`config.mk`:
```
export PLATFORM = sky130hd
export DESIGN_NAME = dma_fn_state_ctrl
export DESIGN_NICKNAME = d
export VERILOG_FILES = /design/src/rtl/dma_fn_pkg.sv /design/src/rtl/dma_fn_fsm.sv /design/src/rtl/dma_fn_limits.sv /design/src/rtl/dma_fn_state_ctrl.sv
export SDC_FILE = /design/constraint.sdc
export NUM_CORES = 1
export LEC_CHECK = 0
export ABC_AREA = 1
export BUFFER_PORTS_ARGS = -buffer_cell sky130_fd_sc_hd__buf_2
export CAP_MARGIN = 40
export CORE_ASPECT_RATIO = 1.1
export CORE_MARGIN = 5
export CORE_UTILIZATION = 43
export DETAILED_ROUTE_END_ITERATION = 6
export PLACE_DENSITY = 0.81
export SYNTH_ARGS = -nofsm -noshare
export SYNTH_HDL_FRONTEND = slang
export SYNTH_SLANG_ARGS = --single-unit
export TNS_END_PERCENT = 5
```
`constraint.sdc`:
```
create_clock -name clk_i -period 2 [get_ports clk_i]
set_clock_uncertainty 0.1 [all_clocks]
set_input_delay 0.2 -clock clk_i [delete_from_list [all_inputs] [get_ports clk_i]]
set_output_delay 0.2 -clock clk_i [all_outputs]
set_load 0.01 [all_outputs]
```
`src/rtl/dma_fn_pkg.sv`:
```
package dma_fn_pkg;
  typedef enum logic [2:0] {
    ST_STOP   = 3'd0,
    ST_INIT   = 3'd1,
    ST_ACTIVE = 3'd2,
    ST_SOFT   = 3'd3,
    ST_HARD   = 3'd4,
    ST_ERR    = 3'd5
  } fn_state_e;

  typedef enum logic [1:0] {
    REQ_RESET = 2'd0,
    REQ_SOFT  = 2'd1,
    REQ_HARD  = 2'd2,
    REQ_ACT   = 2'd3
  } fn_req_e;

  localparam int unsigned OFF_CMD    = 'h000;
  localparam int unsigned OFF_LIMITS = 'h010;
  localparam int unsigned OFF_STATUS = 'h100;
  localparam int unsigned OFF_CAPA   = 'h200;
  localparam int unsigned OFF_CAPB   = 'h208;
  localparam int unsigned OFF_VER    = 'h210;
endpackage

```
`src/rtl/dma_fn_fsm.sv`:
```
module dma_fn_fsm
  import dma_fn_pkg::*;
#(
  parameter int unsigned INIT_CYCLES  = 4,
  parameter int unsigned DRAIN_CYCLES = 3
) (
  input  logic      clk_i,
  input  logic      rst_ni,
  input  logic      req_valid_i,
  input  logic [1:0] req_i,
  input  logic      err_i,
  input  logic      work_i,
  output fn_state_e state_o
);
  localparam int unsigned MAXC = (INIT_CYCLES > DRAIN_CYCLES) ? INIT_CYCLES : DRAIN_CYCLES;
  localparam int unsigned CW   = $clog2(MAXC + 1);
  localparam logic [CW-1:0] INIT_LAST  = CW'(INIT_CYCLES - 1);
  localparam logic [CW-1:0] DRAIN_LAST = CW'(DRAIN_CYCLES - 1);

  fn_state_e st_q, st_d;
  logic [CW-1:0] cnt_q;
  logic req_rst, req_soft, req_hard, req_act;

  assign req_rst  = req_valid_i && (req_i == REQ_RESET);
  assign req_soft = req_valid_i && (req_i == REQ_SOFT);
  assign req_hard = req_valid_i && (req_i == REQ_HARD);
  assign req_act  = req_valid_i && (req_i == REQ_ACT);

  always_comb begin
    st_d = st_q;
    unique case (st_q)
      ST_STOP:   if (req_act) st_d = ST_INIT;
      ST_INIT:   if (req_soft) st_d = ST_SOFT;
                 else if (cnt_q == INIT_LAST) st_d = ST_ACTIVE;
      ST_ACTIVE: if (req_soft) st_d = ST_SOFT;
      ST_SOFT:   if (req_hard) st_d = ST_HARD;       // hard request beats drain
                 else if (!work_i) st_d = ST_STOP;
      ST_HARD:   if (cnt_q == DRAIN_LAST) st_d = ST_STOP;
      ST_ERR:    if (req_rst) st_d = ST_STOP;
      default:   st_d = ST_STOP;
    endcase
    if (err_i && st_q != ST_STOP) st_d = ST_ERR;
  end

  always_ff @(posedge clk_i or negedge rst_ni) begin
    if (!rst_ni) begin
      st_q  <= ST_STOP;
      cnt_q <= '0;
    end else begin
      st_q <= st_d;
      if (st_d != st_q) cnt_q <= '0;
      else if (st_q == ST_INIT || st_q == ST_HARD) cnt_q <= cnt_q + 1'b1;
      else cnt_q <= '0;
    end
  end

  assign state_o = st_q;

  p_stop_act_r3: assert property (@(posedge clk_i) disable iff (!rst_ni)
    st_q == ST_STOP && req_act |=> st_q == ST_INIT);
  p_soft_hold_r4: assert property (@(posedge clk_i) disable iff (!rst_ni)
    st_q == ST_SOFT && work_i && !err_i && !req_hard |=> st_q == ST_SOFT);
  p_drain_bound_r5: assert property (@(posedge clk_i) disable iff (!rst_ni)
    st_q == ST_HARD |-> cnt_q < DRAIN_CYCLES);
  p_err_entry_r6: assert property (@(posedge clk_i) disable iff (!rst_ni)
    err_i && st_q != ST_STOP |=> st_q == ST_ERR);
  p_err_sticky_r7: assert property (@(posedge clk_i) disable iff (!rst_ni)
    st_q == ST_ERR && !req_rst |=> st_q == ST_ERR);
  p_stop_stays_r8: assert property (@(posedge clk_i) disable iff (!rst_ni)
    st_q == ST_STOP && !req_act |=> st_q == ST_STOP);
  p_state_legal_r10: assert property (@(posedge clk_i) disable iff (!rst_ni)
    st_q <= ST_ERR);
endmodule

```
`src/rtl/dma_fn_limits.sv`:
```
module dma_fn_limits
  import dma_fn_pkg::*;
#(
  parameter logic [3:0]  CAP_BUF = 4'd9,
  parameter logic [3:0]  CAP_KEY = 4'd5,
  parameter logic [15:0] CAP_CXT = 16'h00ff,
  parameter logic [31:0] CAP_OPG = 32'h0000_000b
) (
  input  logic        clk_i,
  input  logic        rst_ni,
  input  logic        wr_i,
  input  logic [3:0]  buf_i,
  input  logic [3:0]  key_i,
  input  logic [15:0] cxt_i,
  input  logic [31:0] opg_i,
  input  fn_state_e   state_i,
  output logic [63:0] limits_o
);
  logic [3:0]  buf_q, key_q;
  logic [15:0] cxt_q;
  logic [31:0] opg_q;
  logic        accept;

  assign accept = wr_i && (state_i == ST_STOP);

  always_ff @(posedge clk_i or negedge rst_ni) begin
    if (!rst_ni) begin
      buf_q <= '0;
      key_q <= '0;
      cxt_q <= '0;
      opg_q <= '0;
    end else if (accept) begin
      buf_q <= (buf_i > CAP_BUF) ? CAP_BUF : buf_i;
      key_q <= (key_i > CAP_KEY) ? CAP_KEY : key_i;
      cxt_q <= (cxt_i > CAP_CXT) ? CAP_CXT : cxt_i;
      opg_q <= opg_i & CAP_OPG;
    end
  end

  assign limits_o = {opg_q, cxt_q, key_q, 8'h00, buf_q};

  p_frozen_r9: assert property (@(posedge clk_i) disable iff (!rst_ni)
    state_i != ST_STOP |=> $stable(limits_o));
  p_clamped_r9: assert property (@(posedge clk_i) disable iff (!rst_ni)
    limits_o[3:0] <= CAP_BUF && limits_o[15:12] <= CAP_KEY &&
    limits_o[31:16] <= CAP_CXT && (limits_o[63:32] & ~CAP_OPG) == '0);
endmodule

```
`src/rtl/dma_fn_state_ctrl.sv`:
```
module dma_fn_state_ctrl
  import dma_fn_pkg::*;
#(
  parameter int unsigned ADDR_W       = 12,
  parameter int unsigned INIT_CYCLES  = 4,
  parameter int unsigned DRAIN_CYCLES = 3,
  parameter logic [2:0]  STRIDE_EXP   = 3'd2,
  parameter logic [3:0]  CAP_BUF      = 4'd9,
  parameter logic [3:0]  CAP_KEY      = 4'd5,
  parameter logic [15:0] CAP_CXT      = 16'h00ff,
  parameter logic [31:0] CAP_OPG      = 32'h0000_000b,
  parameter logic [7:0]  VER_MAJOR    = 8'd1,
  parameter logic [7:0]  VER_MINOR    = 8'd0
) (
  input  logic              clk_i,
  input  logic              rst_ni,
  input  logic [ADDR_W-1:0] reg_addr_i,
  input  logic              reg_wr_i,
  input  logic [63:0]       reg_wdata_i,
  output logic [63:0]       reg_rdata_o,
  input  logic              err_i,
  input  logic              work_pending_i,
  output logic [2:0]        state_o
);
  localparam logic [63:0] CAPA_WORD = {41'd0, STRIDE_EXP, 20'd0};
  localparam logic [63:0] CAPB_WORD = {CAP_OPG, CAP_CXT, CAP_KEY, 8'h00, CAP_BUF};
  localparam logic [63:0] VER_WORD  = {40'd0, VER_MAJOR, 8'h00, VER_MINOR};

  logic        cmd_wr, lim_wr;
  logic [1:0]  cmd_q;
  logic [63:0] limits;
  fn_state_e   state;
  logic        unused_wdata;

  assign cmd_wr = reg_wr_i && (reg_addr_i == ADDR_W'(OFF_CMD));
  assign lim_wr = reg_wr_i && (reg_addr_i == ADDR_W'(OFF_LIMITS));
  assign unused_wdata = ^reg_wdata_i[11:4];

  always_ff @(posedge clk_i or negedge rst_ni) begin
    if (!rst_ni) cmd_q <= '0;
    else if (cmd_wr) cmd_q <= reg_wdata_i[1:0];
  end

  dma_fn_fsm #(
    .INIT_CYCLES (INIT_CYCLES),
    .DRAIN_CYCLES(DRAIN_CYCLES)
  ) i_fsm (
    .clk_i      (clk_i),
    .rst_ni     (rst_ni),
    .req_valid_i(cmd_wr),
    .req_i      (reg_wdata_i[1:0]),
    .err_i      (err_i),
    .work_i     (work_pending_i),
    .state_o    (state)
  );

  dma_fn_limits #(
    .CAP_BUF(CAP_BUF),
    .CAP_KEY(CAP_KEY),
    .CAP_CXT(CAP_CXT),
    .CAP_OPG(CAP_OPG)
  ) i_limits (
    .clk_i   (clk_i),
    .rst_ni  (rst_ni),
    .wr_i    (lim_wr),
    .buf_i   (reg_wdata_i[3:0]),
    .key_i   (reg_wdata_i[15:12]),
    .cxt_i   (reg_wdata_i[31:16]),
    .opg_i   (reg_wdata_i[63:32]),
    .state_i (state),
    .limits_o(limits)
  );

  always_comb begin
    reg_rdata_o = '0;
    if      (reg_addr_i == ADDR_W'(OFF_CMD))    reg_rdata_o = {62'd0, cmd_q};
    else if (reg_addr_i == ADDR_W'(OFF_LIMITS)) reg_rdata_o = limits;
    else if (reg_addr_i == ADDR_W'(OFF_STATUS)) reg_rdata_o = {61'd0, state};
    else if (reg_addr_i == ADDR_W'(OFF_CAPA))   reg_rdata_o = CAPA_WORD;
    else if (reg_addr_i == ADDR_W'(OFF_CAPB))   reg_rdata_o = CAPB_WORD;
    else if (reg_addr_i == ADDR_W'(OFF_VER))    reg_rdata_o = VER_WORD;
  end

  assign state_o = state;

  p_status_mirror_r10: assert property (@(posedge clk_i) disable iff (!rst_ni)
    cmd_wr && reg_wdata_i[1:0] == 2'd3 && state_o == 3'd0 |=> state_o == 3'd1);
endmodule

```
Word-level counts from Yosys, hierarchy flattened
Cells that the tools add are included.
{"block": "word_totals", "regBits": 35, "wordCells": 61}
{"block": "op_classes", "add_sub_neg": 1, "magnitude_cmp": 3, "eq_ne": 16, "mux": 21, "reduce_logical": 13}
{"operator": "36-bit 2-to-1 mux", "count": 5}
{"operator": "12-bit by 10-bit equality test with 1-bit output, second input constant", "count": 3}
{"operator": "3-bit 2-to-1 mux", "count": 11}
{"operator": "3-bit case mux with 6 select lines", "count": 1}
{"operator": "17-bit 2-to-1 mux", "count": 1}
{"operator": "16-bit by 8-bit greater-than comparator with 1-bit output, second input constant", "count": 1}
{"operator": "16-bit 2-to-1 mux", "count": 1}
{"operator": "12-bit by 5-bit equality test with 1-bit output, second input constant", "count": 1}
{"operator": "12-bit by 9-bit equality test with 1-bit output, second input constant", "count": 1}
{"operator": "3-bit by 2-bit equality test with 1-bit output, second input constant", "count": 4}
{"operator": "12-bit logical NOT", "count": 1}
{"operator": "1-bit logical AND", "count": 8}
{"operator": "4-bit 2-to-1 mux", "count": 2}
{"operator": "3-bit equality test, second input constant", "count": 2}
{"operator": "2-bit equality test, second input constant", "count": 2}
{"operator": "4-bit by 3-bit greater-than comparator with 1-bit output, second input constant", "count": 1}
{"operator": "4-bit greater-than comparator, second input constant", "count": 1}
{"operator": "3-bit by 1-bit adder with 3-bit output, second input constant", "count": 1}
{"operator": "3-bit by 1-bit equality test with 1-bit output, second input constant", "count": 1}
{"operator": "3-bit logical NOT", "count": 1}
{"operator": "3-bit != test", "count": 1}
{"operator": "3-bit nonzero test", "count": 1}
{"operator": "2-bit by 1-bit equality test with 1-bit output, second input constant", "count": 1}
{"operator": "2-bit logical NOT", "count": 1}
{"operator": "1-bit logical OR", "count": 1}

Depth between registers and ports, before layout
Gate-level depths: netlist (run 1).
{"block": "logic_depth", "ltp_word": 8, "ltp_mapped": 13, "ltp_nobuf": 13}

Hierarchy
From an unflattened synthesis (run 1), not the netlist that was laid out.
{"block": "unflattened", "hier_cells": 395, "hier_area_um2": 3156.8}
{"mod": "dma_fn_limits", "instances": 1, "cells_each": 161, "area_each_um2": 1408.9, "seq_area_each_um2": 675.6}
{"mod": "dma_fn_state_ctrl", "instances": 1, "cells_each": 145, "area_each_um2": 1214.9, "seq_area_each_um2": 50.0}
{"mod": "dma_fn_fsm", "instances": 1, "cells_each": 89, "area_each_um2": 533.0, "seq_area_each_um2": 150.1}

Worst setup path before layout (run 1)
OpenSTA, ideal clock, no wires.
{"block": "synth_path", "path_kind": "register -> register", "start": "register i_fsm.st_q[1], in the netlist i_fsm.state_o[1]", "end": "register i_limits.buf_q[2]", "setup_time_ps": 117, "t_arrival_ps": 1395, "t_required_ps": 1783, "slack_ps": 388, "stages_incl_launch_ff": 8, "n_path_buf": 1, "path_cell_list": "dfrtp_1 > nor2_1 > nand2_1 > nor3_4 > inv_2 > buf_2 > nand2_1 > nand2_1"}
{"block": "synth_between", "elab_chain_cells": 2}
{"element": "start, declared", "line_no": "dma_fn_fsm.sv:20", "text": "fn_state_e st_q, st_d;"}
{"element": "start signal, assigned", "line_no": "dma_fn_fsm.sv:50", "text": "st_q <= st_d;"}
{"element": "3-bit logical NOT", "line_no": "dma_fn_limits.sv:24", "text": "assign accept = wr_i && (state_i == ST_STOP);"}
{"element": "1-bit logical AND", "line_no": "dma_fn_limits.sv:24"}
{"element": "end signal, assigned", "line_no": "dma_fn_limits.sv:33", "text": "buf_q <= (buf_i > CAP_BUF) ? CAP_BUF : buf_i;"}
{"element": "end, declared", "line_no": "dma_fn_limits.sv:19", "text": "logic [3:0] buf_q, key_q;"}
Every way passes these cells.
A chain may end at the register's enable or synchronous reset.

Final worst setup path (run 1)
{"block": "layout_path", "start": "register i_fsm.st_q[0], in the netlist i_fsm.state_o[0]", "end": "register i_limits.key_q[1]"}
{"block": "layout_between", "elab_chain_cells": 2}
{"element": "3-bit logical NOT", "line_no": "dma_fn_limits.sv:24"}
{"element": "1-bit logical AND", "line_no": "dma_fn_limits.sv:24"}
{"element": "end signal, assigned", "line_no": "dma_fn_limits.sv:34", "text": "key_q <= (key_i > CAP_KEY) ? CAP_KEY : key_i;"}
{"element": "end, declared", "line_no": "dma_fn_limits.sv:19"}
Every way passes these cells.

==> results.toml, run 1 <==
[die]
dieArea_um2 = 7060
fp.dieH_um = 87.6
core-area_um2 = 5360
row_count = 28
initial_core_util_pct = 43.9
die_w_um = 80.6
ioPinCount = 148

[clock_tree]
postCtsSetupBuffers = 0
cts_tree = "done"
clock_latency_ps = 280
root_buffer = "clkbuf_8"
cts.sink_count = 35
cts.clk_slew.worst_paths_ps = 70
cts_buffer_depth = 2
h-tree-depth = 2
cts-buffers-inserted = 5

[setup_path]
crit_path_start = "i_fsm.state_o[0]"
cp_slowest_cell = "dfrtp_1"
path_depth = 7
crit_chain = "nor2_1, nand2_1, nor3_4, inv_2, nor3_2, nand2_1, o21ai_0"
endpoint = "i_limits.key_q[1]"
r2r.worst_path.cells = 7
critPathMaxFanout = 24
endpoint_kind = "flop"
rrSetupSlack_ps = 170
crit_family = "simple AND/OR/NAND/NOR gates"
timing.rr.end = "i_limits.key_q[1]"
slowest_delay_ps = 460
timing.rr.start = "i_fsm.state_o[0]"
crit_required_ps = 2110
crit_arrival_ps = 1940
crit_type = "reg -> reg"
crit_top_cell = "nand2_1"
worst_setup_path_start_kind = "flop"
cp_num_buf_inv = 1

[timing]
fin_crit_sh_pct = 91.4
fmax_mhz = 547
slew_headroom_pct = 48.5
tightest_slew_ps = 773
hold_viol = 0
period_minus_slack_ps = 1830
tns_ps = 0
rsz0062_at_grt = "true"
setup_viol = 0
slew_viol_final = 0

[logic_synthesis]
ys_types = 38
synth_most_common_cell = "nand2_1"
ys_async_sr_fraction_pct = 100
synth_edf_count = 0
synthTopCellsByArea = "dfrtp_1 37%, nand2_1 12%, buf_4 12%"
ys.flop_type = "dfrtp_1"
ys_seq_area_share_pct = 37.2
synth_top_cell_area_share_pct = 37.2
syn_avg_cell_area_um2 = 7.38
ys_ff_latch = 35
synth_area_leader_cell = "dfrtp_1"
synth_common_cells = "77 x nand2_1, 37 x buf_4, 37 x inv_1"
synth_cells = 319
synth_area_um2 = 2350
ys.warnings.count = 0

[power]
clkPwrFrac_pct = 31.6
power.share.switching_pct = 30.5
p_sw_uw = 468
p_int_uw = 1070
power.density_nw_per_um2 = 550
pwr-share-comb_pct = 19.5
p_leak_uw = 0.00180
ir_drop_uv = 462
seqPwrFrac_pct = 49.0

[route]
avgRoutedWirePerCell_um = 11.2
drtAntennaViolNets = 0
vias = 2123
viasPerCell = 4.47
drt_iter0_drc = 94
firstDrtPassIters = 4
routed_wirelength_um = 5320
drc = 0

[worst_hold_path]
hold_path.class = "in -> reg"
worstHoldStart = "reg_wdata_i[32]"

[cells_and_area]
fill_cells = 541
syn_to_final_growth_pct = 18.7
drive_gt1_share_pct = 30.5
diodes = 0
utilization_pct = 52.1
fin_nets = 483

[place]
dp_hpwl_um = 4270
port_buffers = 73
gp_congestion = 0.822

[global_route]
grtUsageTotal_pct = 15.6
grt-ovfl-total = 0
grt_max_degree = 36
antenna_found_initial = 0
grt_first_pass_wirelength_um = 8590
grt_pass1_vias = 2013

[status]
status = "completed"

[job]
max_cap_viol_count = 0
sequential cells by signal (all words and copies together), names as in the netlist:
name,cells
i_limits.cxt_q,16
i_limits.buf_q,4
i_limits.key_q,4
i_fsm.cnt_q,3
i_fsm.state_o,3
i_limits.opg_q,3
cmd_q,2
power groups by stage:
stage	Combinational, µW	Clock, µW	Sequential (µW)
finish	299	485	752
global route	343	523	755
CTS	298	504	750
detailed placement	292	0	764
global placement	283	0	761
floorplan	242	0	761
through the flow:
stage / instances / worst slack [ps] / power, µW / instance area, µm² / hold slack, ps
global placement: 464 / 164 / 1040 / 2680 / 215
floorplan: 355 / 388 / 1000 / 2490 / -196
finish: 475 / 172 / 1540 / 2790 / 13.0
detailed placement: 464 / 149 / 1060 / 2680 / 219
CTS: 475 / 143 / 1550 / 2790 / 3.48
global route: 475 / -23.2 / 1620 / 2790 / 21.5
worst register-to-register path: stages, from the launching register on:
cell,delay (ps)
dfrtp_1,460
nor2_1,150
nand2_1,180
nor3_4,300
inv_2,240
nor3_2,190
nand2_1,70
o21ai_0,70
layer usage:
metal	track usage, %	vias up	share of wire (%)
li1	-	1077	-
met1	17.3	960	39
met2	28.4	75	51
met3	3.60	11	7.6
met4	6.76	0	2.3
met5	0	-	0
cell usage in the layout, fill, tap and decap left out, types with 2 or more instances in the layout:
cell type	count
nor2_8	2
nand3_1	7
buf_4	5
buf_2	73
clkinv_2	3
nand2_2	6
ha_1	3
nand2_1	76
o21a_1	2
inv_2	12
dlygate4sd3_1	3
dfrtp_1	34
nor2_1	24
o21ai_0	22
nand4_1	5
nor4_1	2
conb_1	37
a21oi_1	4
o21ai_1	9
inv_1	37
nor3_1	4
clkbuf_8	5
nor2_2	6
nand3_2	2
cell families (layout without fill, tap and decap cells):
family          count (synthesis)  in the layout  synth area share, %
simple gates                  142            142                 29.5
buf+inv                        94            139                 21.1
compound gates                 44             44                 10.4
flops                          35             35                 37.2
fa+ha+maj                       3              3                 1.59
other cells                     1             37                0.159
layout make-up:
type,instances,area (µm²),area share (%)
Sequential cell,35,877,31.4
Timing Repair Buffer,81,433,15.5
Multi-Input combinational cell,226,1120,40.0
Clock buffer,5,68.8,2.46
Clock inverter,3,15.0,0.537
Inverter,50,188,6.72
Tap cell,75,93.8,3.36
worst min-delay path by stage:
| stage | endpoint | cells after the start |
|---|---|---|
| after floorplan | cmd_q[0] | 0 |
| after CTS | i_limits.opg_q[0] | 3 |
| after global placement | i_fsm.state_o[2] | 1 |
| after global routing | i_limits.opg_q[0] | 3 |
| after detailed placement | i_fsm.state_o[2] | 1 |
| final | i_limits.opg_q[0] | 3 |
repair_timing:
action,in CTS,in global routing
hold endpoints to repair,37,0
hold buffers,3,0
gates resized for setup,0,2
endpoints found under the setup margin,0,5
No activity file was read; power rests on OpenSTA's default activity.
==> run 2, diff against run 1 <==
--- a/config.mk
+++ b/config.mk
@@ -6,6 +6,7 @@
 export NUM_CORES = 1
 export LEC_CHECK = 0
 export ABC_AREA = 1
+export ABC_CLOCK_PERIOD_IN_PS = 2000
 export BUFFER_PORTS_ARGS = -buffer_cell sky130_fd_sc_hd__buf_2
 export CAP_MARGIN = 40
 export CORE_ASPECT_RATIO = 1.1
==> constraint.sdc (replaced) <==
create_clock -name clk_i -period 2 [get_ports clk_i]
set_clock_uncertainty 0.1 [all_clocks]
set_input_delay 0.3 -clock clk_i [delete_from_list [all_inputs] [get_ports clk_i]]
set_output_delay 0.3 -clock clk_i [all_outputs]
set_load 0.01 [all_outputs]
==> results.toml, run 2 (synthesized netlist as in run 1, its figures left out) <==
[die]
ioPinCount = 148
fp.dieH_um = 87.6
die_w_um = 80.6
core-area_um2 = 5360
dieArea_um2 = 7060
initial_core_util_pct = 43.9
row_count = 28

[route]
firstDrtPassIters = 4
drc = 0
vias = 2193
avgRoutedWirePerCell_um = 11.4
routed_wirelength_um = 5420
viasPerCell = 4.62
drt_iter0_drc = 190
drtAntennaViolNets = 0

[cells_and_area]
multiInputGateArea_um2 = 1130
layout_common_cells = "75 x nand2_1, 73 x buf_2, 37 x inv_1, 37 x conb_1, 35 x dfrtp_1"
top_register = "i_limits.cxt_q"
diodes = 0
reg.largest.list = "i_limits.cxt_q (16), i_limits.buf_q (4), i_limits.key_q (4)"
layout.area.seq_um2 = 876
postLayoutCellArea_um2 = 2820
syn_to_final_growth_pct = 19.7
utilization_pct = 52.6
drive_gt1_share_pct = 31.5
fill_cells = 524
layout_commonest_cell = "nand2_1"
fin_nets = 483
largest_reg_flops = 16

[place]
place_ws_ps = -1.26
port_buffers = 73
gp_congestion = 0.892
placed_area_um2 = 2700
dp_hpwl_um = 4380

[power]
p_leak_uw = 0.00181
power.density_nw_per_um2 = 574
ir_drop_uv = 379

[setup_path]
worst_setup_path_start_kind = "input pin"
crit_arrival_ps = 1510
critPathMaxFanout = 10
crit_required_ps = 1600
endpoint_kind = "output port"
rrSetupSlack_ps = 210
crit_type = "in -> out"

[job]
max_cap_viol_count = 0

[timing]
fin_crit_sh_pct = 95.3
setup_viol = 0
slew_viol_final = 0
rsz0062_at_grt = "false"
fmax_mhz = 525
tightest_slew_ps = 772
whs_ps = -17.9
hold_viol = 22
period_minus_slack_ps = 1910
fin_ws_ps = 94.8
slew_headroom_pct = 48.6

[clock_tree]
ctsHoldBuffers = 0
cts.clk_slew.worst_paths_ps = 70
cts_buffer_depth = 2
root_buffer = "clkbuf_8"
cts-buffers-inserted = 5
clock_latency_ps = 280
cts.sink_count = 35
h-tree-depth = 2
cts_tree = "done"

[global_route]
grt_pass1_vias = 2084
gr-max-usage-layer = "met2"
use_met2_pct = 29.4
grt_max_degree = 36
grt_util_met1_pct = 18.1
use_met3_pct = 4.22
grt-ovfl-total = 0
grtUsageTotal_pct = 16.0
antenna_found_initial = 0
grt_first_pass_wirelength_um = 8950

[status]
status = "finished with violations"
failed_checks = "hold timing"

[worst_hold_path]
hold_path.class = "in -> async"
run 2: cell types whose count changed in the layout (fill, tap and decap cells not counted), moves of 2 or more:
| cell | delta |
|---|---|
| o21ai_1 | +2 |
| buf_4 | +3 |
| dlygate4sd3_1 | -3 |
| o21ai_0 | -2 |
| clkinv_2 | -3 |
| clkbuf_8 | +2 |
run 2: timing repair:
action                                 4_1_cts  5_1_grt
gates cloned                                 0        0
gates resized for setup                      1        5
endpoints found under the hold margin        0        0
setup buffers                                0        0
setup endpoints to repair                    4       11
run 2: routing by layer:
| layer | vias up | part of all wire [%] |
|---|---|---|
| met3 | 12 | 8.8 |
| met2 | 101 | 52 |
| met4 | 0 | 1.6 |
| met1 | 1000 | 38 |
| li1 | 1080 | - |
| met5 | - | 0 |
run 2: worst max-delay path: stages:
cell      delay (ps)
buf_2            100
nor2_2           150
nand3b_1         110
nor2_2           120
nand2_2          110
buf_4            190
a31oi_1          230
buf_2            180
run 2: worst paths after layout:
| check | endpoint | depth (start not counted) | from |
|---|---|---|---|
| max in group asynchronous | i_limits.cxt_q[0] | 1 | rst_ni |
| min reg2reg | i_limits.opg_q[1] | 2 | i_limits.opg_q[1] |
| max | reg_rdata_o[21] | 8 | reg_addr_i[7] |
| max reg2reg | i_limits.key_q[1] | 7 | i_fsm.state_o[0] |
| min in group clk_i | i_limits.opg_q[0] | 3 | reg_wdata_i[32] |
| min | i_fsm.state_o[1] | 1 | rst_ni |
run 2: per-stage QoR:
step	hold WS [ps]	TNS [ps]	power, µW	std cells
after floorplan	-95.6	0	1000	355
after global placement	324	-8.24	1050	467
after detailed placement	326	-1.26	1060	467
after CTS	13.8	0	1630	475
after global routing	47.0	0	1710	475
final	-17.9	0	1620	475
run 2: layout make-up:
| cell class | count | area share, % |
|---|---|---|
| clock buffer | 7 | 3.42 |
| clock inverter | 1 | 0.266 |
| inverter | 50 | 6.66 |
| multi-input combinational | 226 | 40.1 |
| sequential | 35 | 31.1 |
| tap | 75 | 3.33 |
| timing repair buffer | 81 | 15.1 |
run 2: power by group:
group	internal (µW)	switching (µW)	leakage, µW
sequential	725	24.9	0.000453
combinational	101	196	0.00130
clock	313	258	0.0000505
